--- src/rtl/sync_rx_pkg.sv ---
package sync_rx_pkg;

    localparam int DATA_W = 8;
    localparam int WORD_W = DATA_W + 1;
    localparam int DIV_W  = 16;

    typedef struct packed {
        logic              b9;
        logic [DATA_W-1:0] data;
    } rx_word_t;

    typedef enum logic {
        PH_IDLE   = 1'b0,
        PH_ACTIVE = 1'b1
    } clk_phase_e;

    function automatic logic [DIV_W-1:0] pick_divider(
        input logic       wide,
        input logic [7:0] hi,
        input logic [7:0] lo
    );
        return wide ? {hi, lo} : {8'h00, lo};
    endfunction

endpackage

--- src/rtl/sync_rx_baud.sv ---
module sync_rx_baud #(
    parameter int DIV_W = 16
) (
    input  logic             clk,
    input  logic             rst,
    input  logic             run,
    input  logic [DIV_W-1:0] div_val,
    output logic             tick
);
    logic [DIV_W-1:0] cnt_q;

    assign tick = run && (cnt_q == div_val);

    always_ff @(posedge clk) begin
        if (rst || !run) begin
            cnt_q <= '0;
        end else if (tick) begin
            cnt_q <= '0;
        end else begin
            cnt_q <= cnt_q + 1'b1;
        end
    end

    assert_cnt_reset_R1: assert property (@(posedge clk) disable iff (rst)
        !run |=> (cnt_q == '0));

endmodule

--- src/rtl/sync_rx_shifter.sv ---
module sync_rx_shifter
    import sync_rx_pkg::*;
#(
    parameter int DATA_W = 8
) (
    input  logic              clk,
    input  logic              rst,
    input  logic              run,
    input  logic              tick,
    input  logic              wide_word,
    input  logic              din,
    output clk_phase_e        phase_o,
    output logic              done_o,
    output logic [DATA_W:0]   word_o
);
    localparam int BITS  = DATA_W + 1;
    localparam int IDX_W = $clog2(BITS);
    localparam logic [IDX_W-1:0] LAST_WIDE   = IDX_W'(BITS - 1);
    localparam logic [IDX_W-1:0] LAST_NARROW = IDX_W'(BITS - 2);

    clk_phase_e       phase_q;
    logic [IDX_W-1:0] idx_q;
    logic [BITS-1:0]  shreg_q;
    logic [BITS-1:0]  merged;
    logic [IDX_W-1:0] last_idx;
    logic             sample;

    assign last_idx = wide_word ? LAST_WIDE : LAST_NARROW;
    assign sample   = tick && (phase_q == PH_ACTIVE);

    always_comb begin
        merged        = shreg_q;
        merged[idx_q] = din;
    end

    assign done_o  = sample && (idx_q == last_idx);
    assign word_o  = merged;
    assign phase_o = phase_q;

    always_ff @(posedge clk) begin
        if (rst || !run) begin
            phase_q <= PH_IDLE;
            idx_q   <= '0;
            shreg_q <= '0;
        end else if (tick) begin
            if (phase_q == PH_IDLE) begin
                phase_q <= PH_ACTIVE;
            end else begin
                phase_q <= PH_IDLE;
                if (idx_q == last_idx) begin
                    idx_q   <= '0;
                    shreg_q <= '0;
                end else begin
                    idx_q   <= idx_q + 1'b1;
                    shreg_q <= merged;
                end
            end
        end
    end

    assert_idle_when_stopped_R1: assert property (@(posedge clk) disable iff (rst)
        !run |=> (phase_q == PH_IDLE));

    assert_sample_on_return_R5: assert property (@(posedge clk) disable iff (rst)
        done_o |=> (phase_q == PH_IDLE) && (idx_q == '0));

endmodule

--- src/rtl/sync_rx_fifo.sv ---
module sync_rx_fifo #(
    parameter int DEPTH = 2,
    parameter int W     = 9
) (
    input  logic         clk,
    input  logic         rst,
    input  logic         push,
    input  logic [W-1:0] din,
    input  logic         pop_req,
    output logic [W-1:0] head,
    output logic         not_empty,
    output logic         full
);
    localparam int PTR_W = (DEPTH > 1) ? $clog2(DEPTH) : 1;
    localparam int CNT_W = $clog2(DEPTH + 1);

    logic [W-1:0]     mem_q [DEPTH];
    logic [PTR_W-1:0] rd_q, wr_q;
    logic [CNT_W-1:0] count_q;
    logic             pop;

    function automatic logic [PTR_W-1:0] bump(input logic [PTR_W-1:0] p);
        return (p == PTR_W'(DEPTH - 1)) ? '0 : p + 1'b1;
    endfunction

    assign not_empty = (count_q != '0);
    assign full      = (count_q == CNT_W'(DEPTH));
    assign pop       = pop_req && not_empty;
    assign head      = mem_q[rd_q];

    for (genvar g = 0; g < DEPTH; g++) begin : g_slot
        always_ff @(posedge clk) begin
            if (rst) begin
                mem_q[g] <= '0;
            end else if (push && wr_q == PTR_W'(g)) begin
                mem_q[g] <= din;
            end
        end
    end

    always_ff @(posedge clk) begin
        if (rst) begin
            rd_q    <= '0;
            wr_q    <= '0;
            count_q <= '0;
        end else begin
            if (push) wr_q <= bump(wr_q);
            if (pop)  rd_q <= bump(rd_q);
            case ({push, pop})
                2'b10:   count_q <= count_q + 1'b1;
                2'b01:   count_q <= count_q - 1'b1;
                default: count_q <= count_q;
            endcase
        end
    end

    assert_no_overflow_R2: assert property (@(posedge clk) disable iff (rst)
        push |-> (!full || pop));

    assert_count_range_R2: assert property (@(posedge clk) disable iff (rst)
        count_q <= CNT_W'(DEPTH));

endmodule

--- src/rtl/sync_rx_master.sv ---
module sync_rx_master
    import sync_rx_pkg::*;
#(
    parameter int FIFO_DEPTH = 2
) (
    input  logic       clk,
    input  logic       rst,
    input  logic       port_en,
    input  logic       sync_master,
    input  logic       cont_en,
    input  logic       single_req,
    input  logic       rx9_en,
    input  logic       clk_inv,
    input  logic       div_wide,
    input  logic [7:0] div_hi,
    input  logic [7:0] div_lo,
    input  logic       irq_en,
    input  logic       rd_pop,
    input  logic       data_in,
    output logic       sclk_out,
    output logic       single_busy,
    output logic       rx_ready,
    output logic [7:0] rx_data,
    output logic       rx_bit9,
    output logic       overrun,
    output logic       irq
);
    logic             single_q;
    logic             overrun_q;
    logic             run;
    logic             tick;
    logic [DIV_W-1:0] div_val;
    clk_phase_e       phase;
    logic             word_done;
    logic [DATA_W:0]  word_bits;
    rx_word_t         word_in;
    rx_word_t         word_head;
    logic             fifo_full;
    logic             pop_fire;
    logic             can_store;
    logic             push;
    logic             ovr_set;

    assign div_val = pick_divider(div_wide, div_hi, div_lo);
    assign run     = port_en && sync_master && (cont_en || single_q) && !overrun_q;

    sync_rx_baud #(.DIV_W(DIV_W)) baud_i (
        .clk     (clk),
        .rst     (rst),
        .run     (run),
        .div_val (div_val),
        .tick    (tick)
    );

    sync_rx_shifter #(.DATA_W(DATA_W)) shift_i (
        .clk       (clk),
        .rst       (rst),
        .run       (run),
        .tick      (tick),
        .wide_word (rx9_en),
        .din       (data_in),
        .phase_o   (phase),
        .done_o    (word_done),
        .word_o    (word_bits)
    );

    assign word_in   = rx_word_t'(word_bits);
    assign pop_fire  = rd_pop && rx_ready;
    assign can_store = !fifo_full || pop_fire;
    assign push      = word_done && can_store;
    assign ovr_set   = word_done && !can_store;

    sync_rx_fifo #(.DEPTH(FIFO_DEPTH), .W(WORD_W)) fifo_i (
        .clk       (clk),
        .rst       (rst),
        .push      (push),
        .din       (word_in),
        .pop_req   (rd_pop),
        .head      (word_head),
        .not_empty (rx_ready),
        .full      (fifo_full)
    );

    always_ff @(posedge clk) begin
        if (rst) begin
            single_q <= 1'b0;
        end else if (single_req) begin
            single_q <= 1'b1;
        end else if (word_done) begin
            single_q <= 1'b0;
        end
    end

    always_ff @(posedge clk) begin
        if (rst) begin
            overrun_q <= 1'b0;
        end else if (ovr_set) begin
            overrun_q <= 1'b1;
        end else if (!cont_en) begin
            overrun_q <= 1'b0;
        end
    end

    assign sclk_out    = (phase == PH_ACTIVE) ^ clk_inv;
    assign single_busy = single_q;
    assign rx_data     = word_head.data;
    assign rx_bit9     = word_head.b9;
    assign overrun     = overrun_q;
    assign irq         = rx_ready && irq_en;

    assert_single_clears_R3: assert property (@(posedge clk) disable iff (rst)
        (word_done && !single_req) |=> !single_q);

    assert_overrun_halts_R9: assert property (@(posedge clk) disable iff (rst)
        overrun_q |=> !word_done);

    assert_overrun_release_R9: assert property (@(posedge clk) disable iff (rst)
        (!cont_en && !word_done) |=> !overrun_q);

endmodule

--- config.mk ---
export PLATFORM = sky130hd
export DESIGN_NAME = sync_rx_master
export DESIGN_NICKNAME = d
export VERILOG_FILES = /design/src/rtl/sync_rx_pkg.sv /design/src/rtl/sync_rx_baud.sv /design/src/rtl/sync_rx_shifter.sv /design/src/rtl/sync_rx_fifo.sv /design/src/rtl/sync_rx_master.sv
export SDC_FILE = /design/constraint.sdc
export NUM_CORES = 1
export LEC_CHECK = 0
export BUFFER_PORTS_ARGS = -buffer_cell sky130_fd_sc_hd__buf_2
export CORE_MARGIN = 1.5
export CORE_UTILIZATION = 55
export CTS_BUF_LIST = sky130_fd_sc_hd__clkbuf_8 sky130_fd_sc_hd__clkbuf_16
export DETAILED_ROUTE_END_ITERATION = 10
export PLACE_DENSITY = 0.77
export SLEW_MARGIN = 15
export SYNTH_ARGS = -nofsm -noshare
export SYNTH_HDL_FRONTEND = slang
export SYNTH_SLANG_ARGS = --single-unit
export TNS_END_PERCENT = 10
--- constraint.sdc ---
create_clock -name clk -period 2.4 [get_ports clk]
set_input_delay 0.48 -clock clk [delete_from_list [all_inputs] [get_ports clk]]
set_output_delay 0.48 -clock clk [all_outputs]
set_load 0.005 [all_outputs]
After elaboration in Yosys (flattened, before gate mapping)
Memory sizes are Yosys's and may differ from the RTL's. A register that Yosys moved wholly into a read port is not among the register bits.
Cells that the tools add are included.
{"block": "classes", "n_addsub": 6, "n_lt_le_gt_ge": 2, "eq_ne": 6, "muxes": 27, "bitwise_logic": 4, "n_reduce_logical": 25}
{"cell": "9-bit 2-to-1 mux", "n": 3}
{"cell": "1-bit 2-to-1 mux", "n": 18}
{"cell": "16-bit by 1-bit adder with 16-bit output, second input constant", "n": 1}
{"cell": "16-bit equality test", "n": 1}
{"cell": "16-bit 2-to-1 mux", "n": 1}
{"cell": "1-bit logical AND", "n": 13}
{"cell": "9-bit bitwise mux", "n": 1}
{"cell": "4-bit 2-to-1 mux", "n": 2}
{"cell": "2-bit nonzero test", "n": 3}
{"cell": "4-bit by 5-bit < comparator with 1-bit output, second input constant", "n": 1}
{"cell": "4-bit by 1-bit adder with 4-bit output, second input constant", "n": 1}
{"cell": "1-bit demux with 4-bit select", "n": 1}
{"cell": "2-bit equality test, second input constant", "n": 2}
{"cell": "4-bit equality test", "n": 1}
{"cell": "4-bit by 1-bit >= comparator with 1-bit output, second input constant", "n": 1}
{"cell": "1-bit logical NOT", "n": 4}
{"cell": "2-bit case mux with 2 select lines", "n": 1}
{"cell": "1-bit logical OR", "n": 3}
{"cell": "1-bit adder, second input constant", "n": 2}
{"cell": "2-bit by 1-bit adder with 2-bit output, second input constant", "n": 1}
{"cell": "2-bit by 1-bit equality test with 1-bit output, second input constant", "n": 1}
{"cell": "2-bit by 1-bit != test with 1-bit output, second input constant", "n": 1}
{"cell": "1-bit OR", "n": 2}
{"cell": "2-bit AND reduction", "n": 1}
{"cell": "4 further kinds", "n": 4}
{"block": "word_totals", "reg_bits": 36, "ram_bits": 18, "in_bits": 28, "output_inout_bits": 14, "wordCells": 80, "n_memories": 1}
{"memory": "fifo_i.mem_q", "depth": 2, "word_bits": 9, "read_ports": 1, "rd_clocked_by_memory_dff": 1, "wr": 2, "line_no": "sync_rx_fifo.sv:17", "rtl": "logic [W-1:0] mem_q [DEPTH];"}

Longest topological paths before layout
Gate-level depths: netlist (run 1).
{"block": "depth", "depth_word": 12, "ltp_mapped": 9, "mapped_depth_nobuf": 7}

By module
A second synthesis (run 1) with hierarchy kept.
{"block": "hier_totals", "hier_cells": 279, "hier_area_um2": 2875.3}
{"mod": "sync_rx_fifo", "instances": 1, "cells_each": 82, "area_per_inst_um2": 1003.5, "seq_area_each_um2": 640.6}
{"mod": "sync_rx_baud", "instances": 1, "cells_each": 98, "area_per_inst_um2": 858.3, "seq_area_each_um2": 320.3}
{"mod": "sync_rx_shifter", "instances": 1, "cells_each": 78, "area_per_inst_um2": 849.6, "seq_area_each_um2": 280.3}
{"mod": "sync_rx_master", "instances": 1, "cells_each": 21, "area_per_inst_um2": 163.9, "seq_area_each_um2": 40.0}

Worst setup path before layout (run 1)
No wires, ideal clock.
{"block": "synth_timing", "path_type": "input port to flip-flop", "start": "input div_lo[5]", "end": "memory fifo_i.mem_q[0][0] (enable)", "setup_time_ns": 0.340, "t_arrival_ns": 1.875, "t_required_ns": 2.060, "path_slack_ns": 0.185, "stages": 6, "n_path_buf": 0, "cell_sequence": "xor2_1 -> nor4_2 -> o21ai_0 -> nor4_2 -> nand3b_1 -> nand2b_1"}
{"item": "start, declared", "line_no": "sync_rx_master.sv:16", "rtl": "input logic [7:0] div_lo,"}
{"item": "end, declared", "line_no": "sync_rx_fifo.sv:17"}

==> results of run 1 <==
==> worst max-delay path, cell delays in order, from the launching register on <==
cell	delay [ns]
dfxtp_1	0.44
xor2_1	0.11
nor4_2	0.34
o21ai_0	0.20
nor4_2	0.41
nand3b_1	0.15
nand2b_1	0.14
buf_12	0.14
==> synth_stat cells, types with 2 or more instances <==
library cell / n / area share, %
a21oi_1: 3 / 0.51
a31o_2: 3 / 0.90
and3_1: 4 / 0.85
buf_6: 2 / 0.77
clkbuf_1: 6 / 0.77
dfxtp_1: 37 / 25
edfxtp_1: 18 / 18
ha_1: 5 / 2.1
inv_1: 6 / 0.77
mux2_2: 9 / 3.5
mux2i_1: 17 / 5.8
nand2_1: 19 / 2.4
nand2b_1: 3 / 0.64
nand3_1: 15 / 2.6
nand3b_1: 3 / 0.77
nand4_1: 2 / 0.43
nand4b_1: 5 / 1.5
nor2_1: 65 / 8.3
nor2b_1: 2 / 0.43
nor3_1: 11 / 1.9
nor4_2: 3 / 1.3
o211ai_1: 3 / 0.77
o21a_1: 5 / 1.3
o21ai_0: 4 / 0.68
o22ai_1: 5 / 1.1
or4_1: 2 / 0.51
xnor2_1: 7 / 2.1
xor2_1: 22 / 6.6
==> area by class of cell <==
cell class              instances  area share, %
clock buffers                   5           2.04
clock inverters                 3          0.594
inverters                       6          0.668
multi-input cells             236           46.6
flip-flops and latches         55           38.0
well taps                      70           2.60
repair buffers                 53           9.50
==> cells by family after synthesis <==
kind of cell | Yosys count | share of synthesized area [%]
and+or+nand+nor | 143 | 24.6
DFF | 55 | 43.6
AOI/OAI and AO/OA | 33 | 8.70
xor gates and xnor gates | 29 | 8.65
muxes | 26 | 9.25
buffers and inverters | 18 | 3.03
adders and majority gates | 5 | 2.13
==> metal layers <==
layer | up-vias | routed length (microns)
li1 | 1179 | -
met1 | 1088 | 2830
met3 | 11 | 237
met5 | - | 0
met2 | 46 | 2800
met4 | 0 | 109
==> power by group through the flow <==
stage | combinational [mW] | sequential [mW] | clock, mW
floorplan | 0.0576 | 1.00 | 0
global placement | 0.110 | 1.00 | 0
detailed placement | 0.113 | 1.00 | 0
CTS | 0.114 | 0.981 | 0.528
global route | 0.125 | 0.983 | 0.575
finish | 0.114 | 0.981 | 0.522
==> flip-flops by register name, indices dropped and copies added (netlist names), named ones only <==
| register | flops |
|---|---|
| shift_i.shreg_q | 9 |
| fifo_i.wr_q | 1 |
| shift_i.phase_o | 1 |
| fifo_i.count_q | 2 |
| fifo_i.mem_q | 18 |
| fifo_i.rd_q | 1 |
| single_busy | 1 |
| overrun | 1 |
| baud_i.cnt_q | 16 |
| shift_i.idx_q | 4 |
==> worst paths after layout <==
check | start | endpoint | slack (ns) | cells past startpoint
setup / recovery | baud_i.cnt_q[5] | fifo_i.mem_q[0][6] | 0.19 | 7
hold reg to reg | shift_i.shreg_q[8] | shift_i.shreg_q[8] | 0.50 | 2
setup reg to reg | baud_i.cnt_q[5] | fifo_i.mem_q[0][6] | 0.19 | 7
hold / removal | single_req | single_busy | 0.40 | 3
==> through the flow <==
step | setup TNS [ns] | area (sq um)
finish | 0 | 3370
detailed placement | -0.959 | 3280
global placement | 0 | 3280
floorplan | 0 | 2940
global route | 0 | 3370
CTS | 0 | 3370
==> out/metrics.cfg, run 1 <==
[status]
status = finished clean

[global_route]
grt.busiest_layer = met2
grt_pass1_vias = 2278
grt_usage_pct = 22.0
grt_max_degree = 18
grt_pass1_wl_microns = 10200
use_met2_pct = 36.3
grt_util_met3_pct = 4.43
antenna_found_initial = 0
gr-total-overflow = 0
met1_usage_pct = 28.6

[routing]
first_pass_iters = 4
drtIter0Drc = 151
antenna_left = 0
viasPerCell = 5.43
wirelength_microns = 5970
wl_per_cell_microns = 13.9
vias = 2324
drc = 0

[worst_setup_path]
arrival_ns = 2.25
path_class = register to register
cp.required_ns = 2.44
end_kind = register
cp-start-kind = register
cp_max_fo = 9

[timing]
min_period_ns = 2.21
worstMarginPinSlew_ns = 0.579
setup_slack_ns = 0.191
rsz0062_at_grt = false
clock.fmax_ghz = 0.453
skew_ns = 0.0168
slew_headroom_pct = 61.1
final_hold_viol_count = 0
hold_ws_ns = 0.402
min_period_over_period_pct = 92.0
setup_viol = 0
drv_slew = 0

[place]
place_ws_ns = -0.0897
gp_congestion = 0.795
dp_hpwl_microns = 4400
portBuffers = 41
dp.cells = 420

[logic_synthesis]
synthCells = 309
synth_edf_count = 18
ys_seq_elements = 55
async_flop_share_pct = 0
syn-num-nets = 342
synth_seq_area_share_pct = 43.6
avgSynthCellArea_sq_um = 9.50
syn_area_sq_mm = 0.00294
synth_ff_type = dfxtp_1
ys_types = 51
ys.warnings.count = 0

[finish]
multi_input_area_sq_mm = 0.00157
final_nets = 390
n_antenna_cell = 0
mostFrequentLayoutCell = nor2_1
fillCellCount = 470
utilization_pct = 65.6
final_cell_mix = nor2_1 (65), buf_2 (41), dfxtp_1 (37)
layout-drive-gt1-share_pct = 23.5
syn2layout_area_growth_pct = 14.8
final_cells = 428
seq_area_sq_mm = 0.00128

[run]
maxCapViolations = 0

[power_and_ir_drop]
p_seq_share_pct = 60.7
ir_drop_uv = 299
p_leak_nw = 1.27
combPwrFrac_pct = 7.0
p_switching_mw = 0.382
internal-power_mw = 1.23
clock_power_share_pct = 32.3
total_power_mw = 1.62
cellPowerDensity_mw_per_mm2 = 480
swShare_pct = 23.7

[floorplanning]
dieArea_sq_mm = 0.00578
die_h_microns = 76.1
core_sq_mm = 0.00514
fp-row-count = 26
io_pins = 42
initial_core_util_pct = 57.1
die_w_microns = 76.1

[cts]
cts_tree = done
clock_latency_ns = 0.32
clkTransAtPathRegs_ns = 0.10
cts_buffer_depth = 2
post_cts_buffers = 0
htreeDepth = 2
cts_resized = 0
cts_root_buf = clkbuf_8
cts_buffers = 5
clock-sinks = 55
hold_buffers = 0

[min_path]
min_path_type = primary input to register

Note: power is estimated with default switching activity, not from simulation.
==> run 2: changes to the inputs <==
- RECOVER_POWER: default -> 50
==> run 2 against run 1 <==
Net effect:
- combinational power about the same
- clock-buffer cell count unchanged
- non-clock buffer count unchanged
- global-route usage unchanged
- sequential share of layout area increased by 0.099 points
- via count increased by 0.17%
- critical path depth unchanged
- die area unchanged
- clock power about the same
- worst hold slack got worse by 0.0020 ns
- cell area decreased by 0.26%
- critical endpoint unchanged
- highest routed layer unchanged
==> out/metrics.cfg, run 2 (same netlist as run 1, synthesis figures left out) <==
[status]
status = finished clean

[global_route]
gr-total-overflow = 0  ; unchanged
antenna_found_initial = 0  ; unchanged
grt_pass1_wl_microns = 10200  ; unchanged
grt_pass1_vias = 2278  ; unchanged
grt_usage_pct = 22.0  ; unchanged
grt_max_degree = 18  ; unchanged

[timing]
setup_slack_ns = 0.193  ; +0.00208 ns
hold_ws_ns = 0.400  ; -0.00202 ns
min_period_ns = 2.21  ; -0.00208 ns
drv_slew = 0  ; unchanged
slew_headroom_pct = 60.8  ; -0.32 points
clock.fmax_ghz = 0.453  ; about the same
skew_ns = 0.0166  ; -0.000177 ns
setup_viol = 0  ; unchanged
worstMarginPinSlew_ns = 0.584  ; +0.00477 ns
final_hold_viol_count = 0  ; unchanged
min_period_over_period_pct = 91.9  ; about the same
rsz0062_at_grt = false

[place]
place_area_sq_mm = 0.00328  ; unchanged
dp_hpwl_microns = 4400  ; unchanged
gp_congestion = 0.795  ; unchanged
place_ws_ns = -0.0897  ; unchanged
portBuffers = 41  ; unchanged

[worst_setup_path]
path_class = register to register
arrival_ns = 2.25  ; about the same
reg2reg_from = baud_i.cnt_q[5]
cp_max_fo = 9  ; unchanged
crit_path_start = baud_i.cnt_q[5]
cp.required_ns = 2.44  ; about the same
ff2ff_setup_slack_ns = 0.19  ; about the same
rr_endpoint = fifo_i.mem_q[0][6]
ff2ff_path_depth = 7  ; unchanged
end_kind = register
cp-start-kind = register

[finish]
n_antenna_cell = 0  ; unchanged
seq_area_sq_mm = 0.00128  ; unchanged
utilization_pct = 65.4  ; -0.17 points
mostFrequentLayoutCell = nor2_1
multi_input_area_sq_mm = 0.00157  ; unchanged
final_cell_mix = nor2_1 (65), dfxtp_1 (37), buf_2 (36)
fillCellCount = 473  ; +0.64%
syn2layout_area_growth_pct = 14.5
largest_reg_flops = 18  ; unchanged
layout-drive-gt1-share_pct = 22.1  ; -1.4 points
top_register = fifo_i.mem_q
final_nets = 390  ; unchanged
design_area_sq_mm = 0.00336  ; -0.26%
top_regs = fifo_i.mem_q x18, baud_i.cnt_q x16, shift_i.shreg_q x9

[routing]
first_pass_iters = 4  ; unchanged
wirelength_microns = 5940  ; -0.47%
viasPerCell = 5.44  ; +0.17%
drc = 0  ; unchanged
antenna_left = 0  ; unchanged
vias = 2328  ; +0.17%
drtIter0Drc = 156  ; +3.3%
wl_per_cell_microns = 13.9  ; -0.47%

[cts]
cts_root_buf = clkbuf_8
cts_buffers = 5  ; unchanged
hold_buffers = 0  ; unchanged
cts_buffer_depth = 2  ; unchanged
cts_tree = done
clock_latency_ns = 0.32  ; about the same
htreeDepth = 2  ; unchanged
post_cts_buffers = 0  ; unchanged
clock-sinks = 55  ; unchanged
clkTransAtPathRegs_ns = 0.10  ; about the same

[min_path]
hold_end = single_busy
min_path_type = primary input to register
hold_depth = 3  ; unchanged
worstHoldStart = single_req

[floorplanning]
fp-row-count = 26  ; unchanged
die_w_microns = 76.1  ; unchanged
dieArea_sq_mm = 0.00578  ; unchanged
initial_core_util_pct = 57.1  ; unchanged
die_h_microns = 76.1  ; unchanged
core_sq_mm = 0.00514  ; unchanged
io_pins = 42  ; unchanged

[power_and_ir_drop]
total_power_mw = 1.61  ; about the same
p_leak_nw = 1.25  ; -1.4%
ir_drop_uv = 298  ; -0.45%
cellPowerDensity_mw_per_mm2 = 480  ; +0.16%

[run]
maxCapViolations = 0  ; unchanged

## run 2: cell count changes in the layout (fill, tap and decap cells not counted), sizes merged
| cell | previous run | this run |
|---|---|---|
| buf | 53 | 47 |
| clkbuf | 5 | 11 |
## run 2: final cells by class
| type | instances | share of cell area, % |
|---|---|---|
| timing repair buffer | 53 | 9.27 |
| sequential | 55 | 38.1 |
| clock inverter | 3 | 0.595 |
| tap | 70 | 2.61 |
| clock buffer | 5 | 2.05 |
| inverter | 6 | 0.670 |
| multi-input combinational | 236 | 46.7 |
## run 2: metrics by stage
stage	setup TNS [ns]	cells
floorplan	0	309
global placement	0	420
detailed placement	-0.959	420
CTS	0	428
global route	0	428
finish	0	428
## run 2: metal layers
metal / wire [microns] / vias up / global-route usage [%] / share of wire, %
li1: - / 1178 / - / -
met1: 2850 / 1093 / 28.6 / 48
met2: 2780 / 46 / 36.3 / 47
met3: 211 / 11 / 4.43 / 3.6
met4: 109 / 0 / 8.15 / 1.8
met5: 0 / - / 0 / 0
## run 2: worst max-delay path: stages (launching register included)
cell	delay (ns)
dfxtp_1	0.44
xor2_1	0.11
nor4_2	0.34
o21ai_0	0.20
nor4_2	0.41
nand3b_1	0.15
nand2b_1	0.14
buf_12	0.14
## run 2: worst max-delay path by stage
stage,end,slack [ns]
6_report,fifo_i.mem_q[0][6],0.19
3_5_place_dp,fifo_i.mem_q[1][3],-0.09
2_1_floorplan,fifo_i.mem_q[0][0],0.18
3_3_place_gp,fifo_i.mem_q[1][4],0.003
4_1_cts,fifo_i.mem_q[1][3],0.08
5_1_grt,fifo_i.count_q[1],0.00006
## run 2: repair_timing
action,CTS,global route
gates resized for setup,0,1
endpoints found under the hold margin,0,0
setup endpoints to repair,0,9
## run 2: where the power goes
group | switching (mW) | internal (mW)
combinational | 0.0608 | 0.0514
clock | 0.316 | 0.206
sequential | 0.00560 | 0.975
total | 0.382 | 1.23
